===== config.mk =====
export PLATFORM = sky130hd
export DESIGN_NAME = tmr8_channel
export DESIGN_NICKNAME = d
export VERILOG_FILES = /design/src/rtl/tmr8_pkg.sv /design/src/rtl/tmr8_prescaler.sv /design/src/rtl/tmr8_core.sv /design/src/rtl/tmr8_regs.sv /design/src/rtl/tmr8_channel.sv
export SDC_FILE = /design/constraint.sdc
export NUM_CORES = 1
export LEC_CHECK = 0
export ABC_CLOCK_PERIOD_IN_PS = 6100
export BUFFER_PORTS_ARGS = -buffer_cell sky130_fd_sc_hd__buf_2
export CAP_MARGIN = 20
export CORE_ASPECT_RATIO = 1.5
export CORE_MARGIN = 4
export CORE_UTILIZATION = 65
export DETAILED_ROUTE_END_ITERATION = 7
export PLACE_DENSITY = 0.85
export SLEW_MARGIN = 20
export SYNTH_ARGS = -nofsm -noshare
export SYNTH_HDL_FRONTEND = slang
export SYNTH_SLANG_ARGS = --single-unit

===== constraint.sdc =====
create_clock -name clk -period 6.1 [get_ports clk]
set_input_delay 0.305 -clock clk [delete_from_list [all_inputs] [get_ports clk]]
set_output_delay 0.305 -clock clk [all_outputs]
set_load 0.05 [all_outputs]

===== src/rtl/tmr8_pkg.sv =====
// Package: shared register map, clear-mode encoding and the rate-index
// decode for the 8-bit timer channel. Assumes a byte-wide register port.
package tmr8_pkg;

    localparam int DATA_W   = 8;
    localparam int ADDR_W   = 3;
    localparam int NUM_CMP  = 2;
    localparam int NUM_IRQ  = 3;
    localparam int FLG_BASE = 5;   // status bits 5,6,7 = overflow, A, B
    localparam int IE_BASE  = 5;   // control bits 5,6,7 = their enables

    typedef enum logic [ADDR_W-1:0] {
        REG_CTRL  = 3'd0,
        REG_STAT  = 3'd1,
        REG_CMPA  = 3'd2,
        REG_CMPB  = 3'd3,
        REG_COUNT = 3'd4
    } reg_addr_e;

    typedef enum logic [1:0] {
        CLR_NONE = 2'd0,
        CLR_ON_A = 2'd1,
        CLR_ON_B = 2'd2,
        CLR_EXT  = 2'd3
    } clr_mode_e;

    // Log2 of the clock divide ratio for a running rate index; 0 when stopped.
    function automatic int div_shift(input logic [2:0] idx);
        case (idx)
            3'd2:    div_shift = 3;
            3'd3:    div_shift = 1;
            3'd4:    div_shift = 6;
            3'd5:    div_shift = 5;
            3'd6:    div_shift = 10;
            3'd7:    div_shift = 8;
            default: div_shift = 0;
        endcase
    endfunction

endpackage


===== src/rtl/tmr8_prescaler.sv =====
// Module: free-running clock divider producing a one-cycle advance pulse.
// Assumes PRE_W covers the largest divide shift; held at zero while stopped.
module tmr8_prescaler
    import tmr8_pkg::*;
#(
    parameter int PRE_W = 10
) (
    input  logic       clk,
    input  logic       rst_n,
    input  logic [2:0] sel_idx,
    output logic       tick
);

    logic             run;
    logic [PRE_W-1:0] pre_q;
    logic [PRE_W-1:0] mask;

    assign run = (sel_idx >= 3'd2);

    // Divider count: cleared on reset or while the rate index is stopped.
    always_ff @(posedge clk) begin
        if (!rst_n || !run) pre_q <= '0;
        else                pre_q <= pre_q + 1'b1;
    end

    // Low-bit mask selecting the divide ratio of the current index.
    always_comb begin
        for (int i = 0; i < PRE_W; i++) mask[i] = (i < div_shift(sel_idx));
    end

    assign tick = run && ((pre_q & mask) == mask);

endmodule


===== src/rtl/tmr8_core.sv =====
// Module: the counter with its compare units and clear-mode handling.
// Assumes tick is a single-cycle advance pulse; a counter write wins over it.
module tmr8_core
    import tmr8_pkg::*;
#(
    parameter int CNT_W = 8
) (
    input  logic              clk,
    input  logic              rst_n,
    input  logic              tick,
    input  logic              cnt_wr,
    input  logic [CNT_W-1:0]  wdata,
    input  logic [CNT_W-1:0]  cmp_a,
    input  logic [CNT_W-1:0]  cmp_b,
    input  clr_mode_e         clr_mode,
    output logic [CNT_W-1:0]  count,
    output logic [NUM_CMP-1:0] ev_match,
    output logic              ev_ovf
);

    logic [CNT_W-1:0] cmp_v [NUM_CMP];
    logic [CNT_W-1:0] nxt;
    logic             clear_now;
    logic             adv;

    assign cmp_v[0] = cmp_a;
    assign cmp_v[1] = cmp_b;
    assign adv      = tick && !cnt_wr;

    // Clear happens on the advance that follows the selected match.
    assign clear_now = ((clr_mode == CLR_ON_A) && (count == cmp_a)) ||
                       ((clr_mode == CLR_ON_B) && (count == cmp_b));
    assign nxt = clear_now ? '0 : count + 1'b1;

    // Counter register: write first, then advance.
    always_ff @(posedge clk) begin
        if (!rst_n)      count <= '0;
        else if (cnt_wr) count <= wdata;
        else if (tick)   count <= nxt;
    end

    // One compare unit per compare register.
    for (genvar g = 0; g < NUM_CMP; g++) begin : g_cmp
        assign ev_match[g] = adv && (nxt == cmp_v[g]);
    end

    assign ev_ovf = adv && !clear_now && (count == {CNT_W{1'b1}});

endmodule


===== src/rtl/tmr8_regs.sv =====
// Module: control, compare and status registers plus latched requests.
// Assumes events are single-cycle; an event beats a status write.
module tmr8_regs
    import tmr8_pkg::*;
(
    input  logic               clk,
    input  logic               rst_n,
    input  logic               wr_en,
    input  logic [ADDR_W-1:0]  addr,
    input  logic [DATA_W-1:0]  wdata,
    input  logic [NUM_CMP-1:0] ev_match,
    input  logic               ev_ovf,
    output logic [DATA_W-1:0]  ctrl_q,
    output logic [DATA_W-1:0]  cmp_a_q,
    output logic [DATA_W-1:0]  cmp_b_q,
    output logic [DATA_W-1:0]  status_q,
    output logic [NUM_IRQ-1:0] irq_q
);

    logic [NUM_IRQ-1:0] ev_vec;
    logic [DATA_W-1:0]  set_mask;
    logic               stat_wr;

    assign ev_vec  = {ev_match[1], ev_match[0], ev_ovf};
    assign stat_wr = wr_en && (addr == REG_STAT);

    // Flag bits raised by this cycle's events.
    always_comb begin
        set_mask = '0;
        set_mask[FLG_BASE +: NUM_IRQ] = ev_vec;
    end

    // Software-written configuration registers.
    always_ff @(posedge clk) begin
        if (!rst_n) begin
            ctrl_q  <= '0;
            cmp_a_q <= '0;
            cmp_b_q <= '0;
        end else if (wr_en) begin
            if (addr == REG_CTRL) ctrl_q  <= wdata;
            if (addr == REG_CMPA) cmp_a_q <= wdata;
            if (addr == REG_CMPB) cmp_b_q <= wdata;
        end
    end

    // Status: written byte or held value, with event flags OR-ed in.
    always_ff @(posedge clk) begin
        if (!rst_n)       status_q <= '0;
        else if (stat_wr) status_q <= wdata | set_mask;
        else              status_q <= status_q | set_mask;
    end

    // One latched request per source, gated by its enable bit.
    for (genvar k = 0; k < NUM_IRQ; k++) begin : g_irq
        always_ff @(posedge clk) begin
            if (!rst_n)
                irq_q[k] <= 1'b0;
            else
                irq_q[k] <= (irq_q[k] && !stat_wr) ||
                            (ev_vec[k] && ctrl_q[IE_BASE + k]);
        end
    end

endmodule


===== src/rtl/tmr8_channel.sv =====
// Module: top of the dual-compare 8-bit timer channel. Ties the prescaler,
// counter core and register file together and serves the read mux.
// Assumes share_sel is driven from a register outside this channel.
module tmr8_channel
    import tmr8_pkg::*;
#(
    parameter int PRE_W = 10
) (
    input  logic        clk,
    input  logic        rst_n,
    input  logic        share_sel,
    input  logic        wr_en,
    input  logic [2:0]  addr,
    input  logic [7:0]  wdata,
    output logic [7:0]  rdata,
    output logic        irq_cmp_a,
    output logic        irq_cmp_b,
    output logic        irq_ovf
);

    logic [DATA_W-1:0]  ctrl_q, cmp_a_q, cmp_b_q, status_q, count_q;
    logic [NUM_CMP-1:0] ev_match;
    logic               ev_ovf;
    logic [NUM_IRQ-1:0] irq_q;
    logic [2:0]         sel_idx;
    logic               tick;
    logic               cnt_wr;

    assign sel_idx = {ctrl_q[1:0], share_sel};
    assign cnt_wr  = wr_en && (addr == REG_COUNT);

    tmr8_prescaler #(.PRE_W(PRE_W)) u_pre (
        .clk     (clk),
        .rst_n   (rst_n),
        .sel_idx (sel_idx),
        .tick    (tick)
    );

    tmr8_core #(.CNT_W(DATA_W)) u_core (
        .clk      (clk),
        .rst_n    (rst_n),
        .tick     (tick),
        .cnt_wr   (cnt_wr),
        .wdata    (wdata),
        .cmp_a    (cmp_a_q),
        .cmp_b    (cmp_b_q),
        .clr_mode (clr_mode_e'(ctrl_q[4:3])),
        .count    (count_q),
        .ev_match (ev_match),
        .ev_ovf   (ev_ovf)
    );

    tmr8_regs u_regs (
        .clk      (clk),
        .rst_n    (rst_n),
        .wr_en    (wr_en),
        .addr     (addr),
        .wdata    (wdata),
        .ev_match (ev_match),
        .ev_ovf   (ev_ovf),
        .ctrl_q   (ctrl_q),
        .cmp_a_q  (cmp_a_q),
        .cmp_b_q  (cmp_b_q),
        .status_q (status_q),
        .irq_q    (irq_q)
    );

    // Read mux by register address.
    always_comb begin
        case (addr)
            REG_CTRL:  rdata = ctrl_q;
            REG_STAT:  rdata = status_q;
            REG_CMPA:  rdata = cmp_a_q;
            REG_CMPB:  rdata = cmp_b_q;
            REG_COUNT: rdata = count_q;
            default:   rdata = '0;
        endcase
    end

    assign irq_ovf   = irq_q[0];
    assign irq_cmp_a = irq_q[1];
    assign irq_cmp_b = irq_q[2];

endmodule


==> metrics.md <==
| Metric | Value |
|---|---|
| Combinational power share | 0.144 |
| Input/output buffers | 25 |
| Core Rows | 31 |
| Most frequent cells in the layout | nand2_1, dfxtp_1, a21oi_1 |
| Total die area | between 6000 and 7000 sq um |
| DRC violations left | 0 |
| # fillers | between 400 and 500 |
| Remaining antenna violation count after routing | 0 |
| Share of cells above drive strength 1 | 0.118 |
| Cell internal pwr | 0.471 mW |
| CP bufs+invs | 0 |
| Post-CTS Hold Fix Bufs | 0 |
| Syn Area/Cell | 7.86 sq um |
| Core area | a little under 5000 sq um |
| Post-synth cell types | 59 |
| CP peak stage delay | ~0.73 ns |
| GP Congestion | 0.953 |
| Final setup TNS | 0 ns |
| Post-synth EDFFs | 0 |
| Synth-to-Final Area Change | 5.09% |
| Avg WL per Cell | around 20 um |
| Routed Wire Length | 9860 um |
| Pwr Total | 0.656 mW |
| Largest net degree at the start of global routing | 38 |
| Clock power frac | 0.294 |
| Top-Level Pins | 26 |
| First-pass GRT wire length | 15800 um |
| HP Class | input port to register |
| Maximum clock rate | around 0.35 GHz |
| Sw Share | 0.283 |
| Placed wire-length estimate | roughly 7300 um |
| Critical path's slowest cell | dfxtp_1 |
| Status | finished clean |
| Post-Syn Nets | 436 |
| Die width | around 66 um |
| Final Cycle Share | 0.472 |
| Pleak | approximately 1.3 nW |
| CTS tree | done |
| Worst setup path category | register to register |
| Slew Viols, Final | 0 |
| Most used DFF post-synth | dfxtp_1 |
| Synth Instances | 419 |
| Clk_skew | about 0.012 ns |
| RSZ-0062 raised after global routing | false |
| Worst-path clk slew | roughly 0.10 ns |
| Critical-path cell list | ha_1 -> nand3_1 -> xor2_1 -> or3b_2 -> mux2_2 -> o2bb2ai_1 -> o311ai_1 -> o21ai_1 |
| #FFs+latches synth | 53 |
| Skew-Pair Late Insertion Delay | 0.31 ns |
| Final hold slack | 0.267 ns |
| Die height | roughly 95 um |
| Post-synthesis mux area share | 0.0680 |
| Number of diodes | 0 |
| Largest family of logic cells by synthesized area | simple AND/OR/NAND/NOR gates |
| Vias per cell | roughly 6.5 |
| Switching power total | 0.186 mW |
| FFs w/ async S/R, synth | 0 |
| CP max FO | 15 |
| Final Util | 0.708 |
| CTS Buf Count | 5 |
| Vias in the first global route | 3136 |
| Min Tclk post-route | approximately 2.9 ns |
| Root buffer cell | clkbuf_8 |
| Fin area | 3460 sq um |
| Seq pwr share | 0.562 |
| Critical Path AT | around 3.1 ns |
| Post-Synth Simple-Gate Area | 0.229 |
| Drt first-iter violations | about 370 |
| Compound-Gate Fraction of Synth Area | 0.215 |
| Initial antenna violation count | 0 |
| CTS resizes | 0 |
| Dpl cell area | between 3000 and 4000 sq um |
| Adder-Cell Fraction of Synth Area | 0.00760 |
| Gr ovfl total | 0 |
| Post-Synth XOR/XNOR Area | 0.104 |
| Worst setup SP type | register |
| Vias | between 3000 and 4000 |
| Worst vdd ir | 149 uV |
| Final Hold Fails | 0 |
| Worst-Margin Slew | around 0.8 ns |
| Final setup fails | 0 |
| Relative slew slack | 0.467 |
| Netlist Area Pre-Place | about 3300 sq um |
| Yosys warnings | 0 |
| Most common cell after layout, fill and taps aside | nand2_1 |
| Max Cap Viol | 0 |
| Crit end category | register |
| Critical path's top delay family | flip-flops |
| # nets final | around 440 |
| Register area share after synthesis | 0.322 |
| Clock sink count | 53 |
| H-Tree Depth | 2 |
| Pre-antenna DRT Iters | 5 |
| Postcts setup bufs | 0 |
| Critical Path RT | approximately 6.4 ns |
| Initial cell density of the core | 0.674 |
| Total Routing Usage GR | 0.331 |
| Clock buffer depth | 2 |
| PwrDens | between 150 and 200 nW/um^2 |
==> power groups by stage <==
stage | logic [mW] | clock network [mW] | registers (mW)
4_1_cts | 0.0928 | 0.193 | 0.368
3_5_place_dp | 0.0920 | 0 | 0.376
3_3_place_gp | 0.0916 | 0 | 0.376
6_report | 0.0949 | 0.193 | 0.369
5_1_grt | 0.102 | 0.205 | 0.370
2_1_floorplan | 0.0753 | 0 | 0.365
==> routing by layer <==
metal	vias up	GRT usage	routed length, um
met3	33	0.0342	734
met4	0	0.156	435
met5	-	0	0
met1	1488	0.389	3530
met2	166	0.591	5160
li1	1508	-	-
==> flip-flops by register name, indices dropped and copies added, names as in the netlist <==
name and flops:
u_pre.pre_q 10, u_regs.ctrl_q 8, u_core.count 8, u_regs.irq_q 3
u_regs.cmp_b_q 8, u_regs.cmp_a_q 8, u_regs.status_q 8
==> Yosys cell counts, drive strengths merged (9+ instances only) <==
| cell | n | area, sq um |
|---|---|---|
| dfxtp | 53 | 1060 |
| o21ai | 15 | 75.1 |
| o22ai | 10 | 62.6 |
| a22oi | 15 | 113 |
| mux2i | 10 | 100 |
| xor2 | 17 | 149 |
| buf | 11 | 58.8 |
| xnor2 | 17 | 149 |
| mux2 | 9 | 101 |
| clkbuf | 19 | 72.6 |
| nand3 | 18 | 90.1 |
| inv | 12 | 45.1 |
| nor2 | 29 | 109 |
| nand2 | 65 | 244 |
| a21oi | 34 | 170 |
==> tightest hold or removal path: cells and delay by family <==
kind | cells | cell delay [ns]
AND/OR/NAND/NOR | 1 | 0.06
buffers and inverters | 1 | 0.13
AO/OA/AOI/OAI | 1 | 0.05
==> worst paths after layout <==
path	start	endpoint	slack (ns)	cells after the start
min reg2reg	u_regs.irq_q[0]$_SDFF_PN0_	u_regs.irq_q[0]$_SDFF_PN0_	0.46	2
max reg2reg	u_core.count[0]$_SDFFE_PN0P_	u_regs.irq_q[1]$_SDFF_PN0_	3.22	8
min	wdata[6]	u_regs.cmp_a_q[6]$_SDFFE_PN0P_	0.27	3
max	u_core.count[0]$_SDFFE_PN0P_	u_regs.irq_q[1]$_SDFF_PN0_	3.22	8
==> final cells by class <==
type,count,area (sq um),area share
Tap cell,66,82.6,0.0239
Clock buffer,7,76.3,0.0220
Sequential cell,53,1060,0.306
Clock inverter,1,7.51,0.00217
Multi-Input combinational cell,324,2060,0.594
Timing Repair Buffer,26,133,0.0383
Inverter,12,45.0,0.0130
==> stage by stage <==
step	cells	setup WS, ns
global placement	481	3.35
global route	489	3.05
detailed placement	481	3.32
floorplan	419	3.82
CTS	489	3.29
finish	489	3.22
==> cell families after synthesis <==
| logic type | count (synthesis) |
|---|---|
| AO/OA/AOI/OAI | 109 |
| XOR/XNOR | 36 |
| adder cells (fa/ha/maj) | 2 |
| buffers and inverters | 42 |
| flip-flops | 53 |
| multiplexers | 20 |
| AND/OR/NAND/NOR | 157 |
Power figures use the tool's default switching activity.
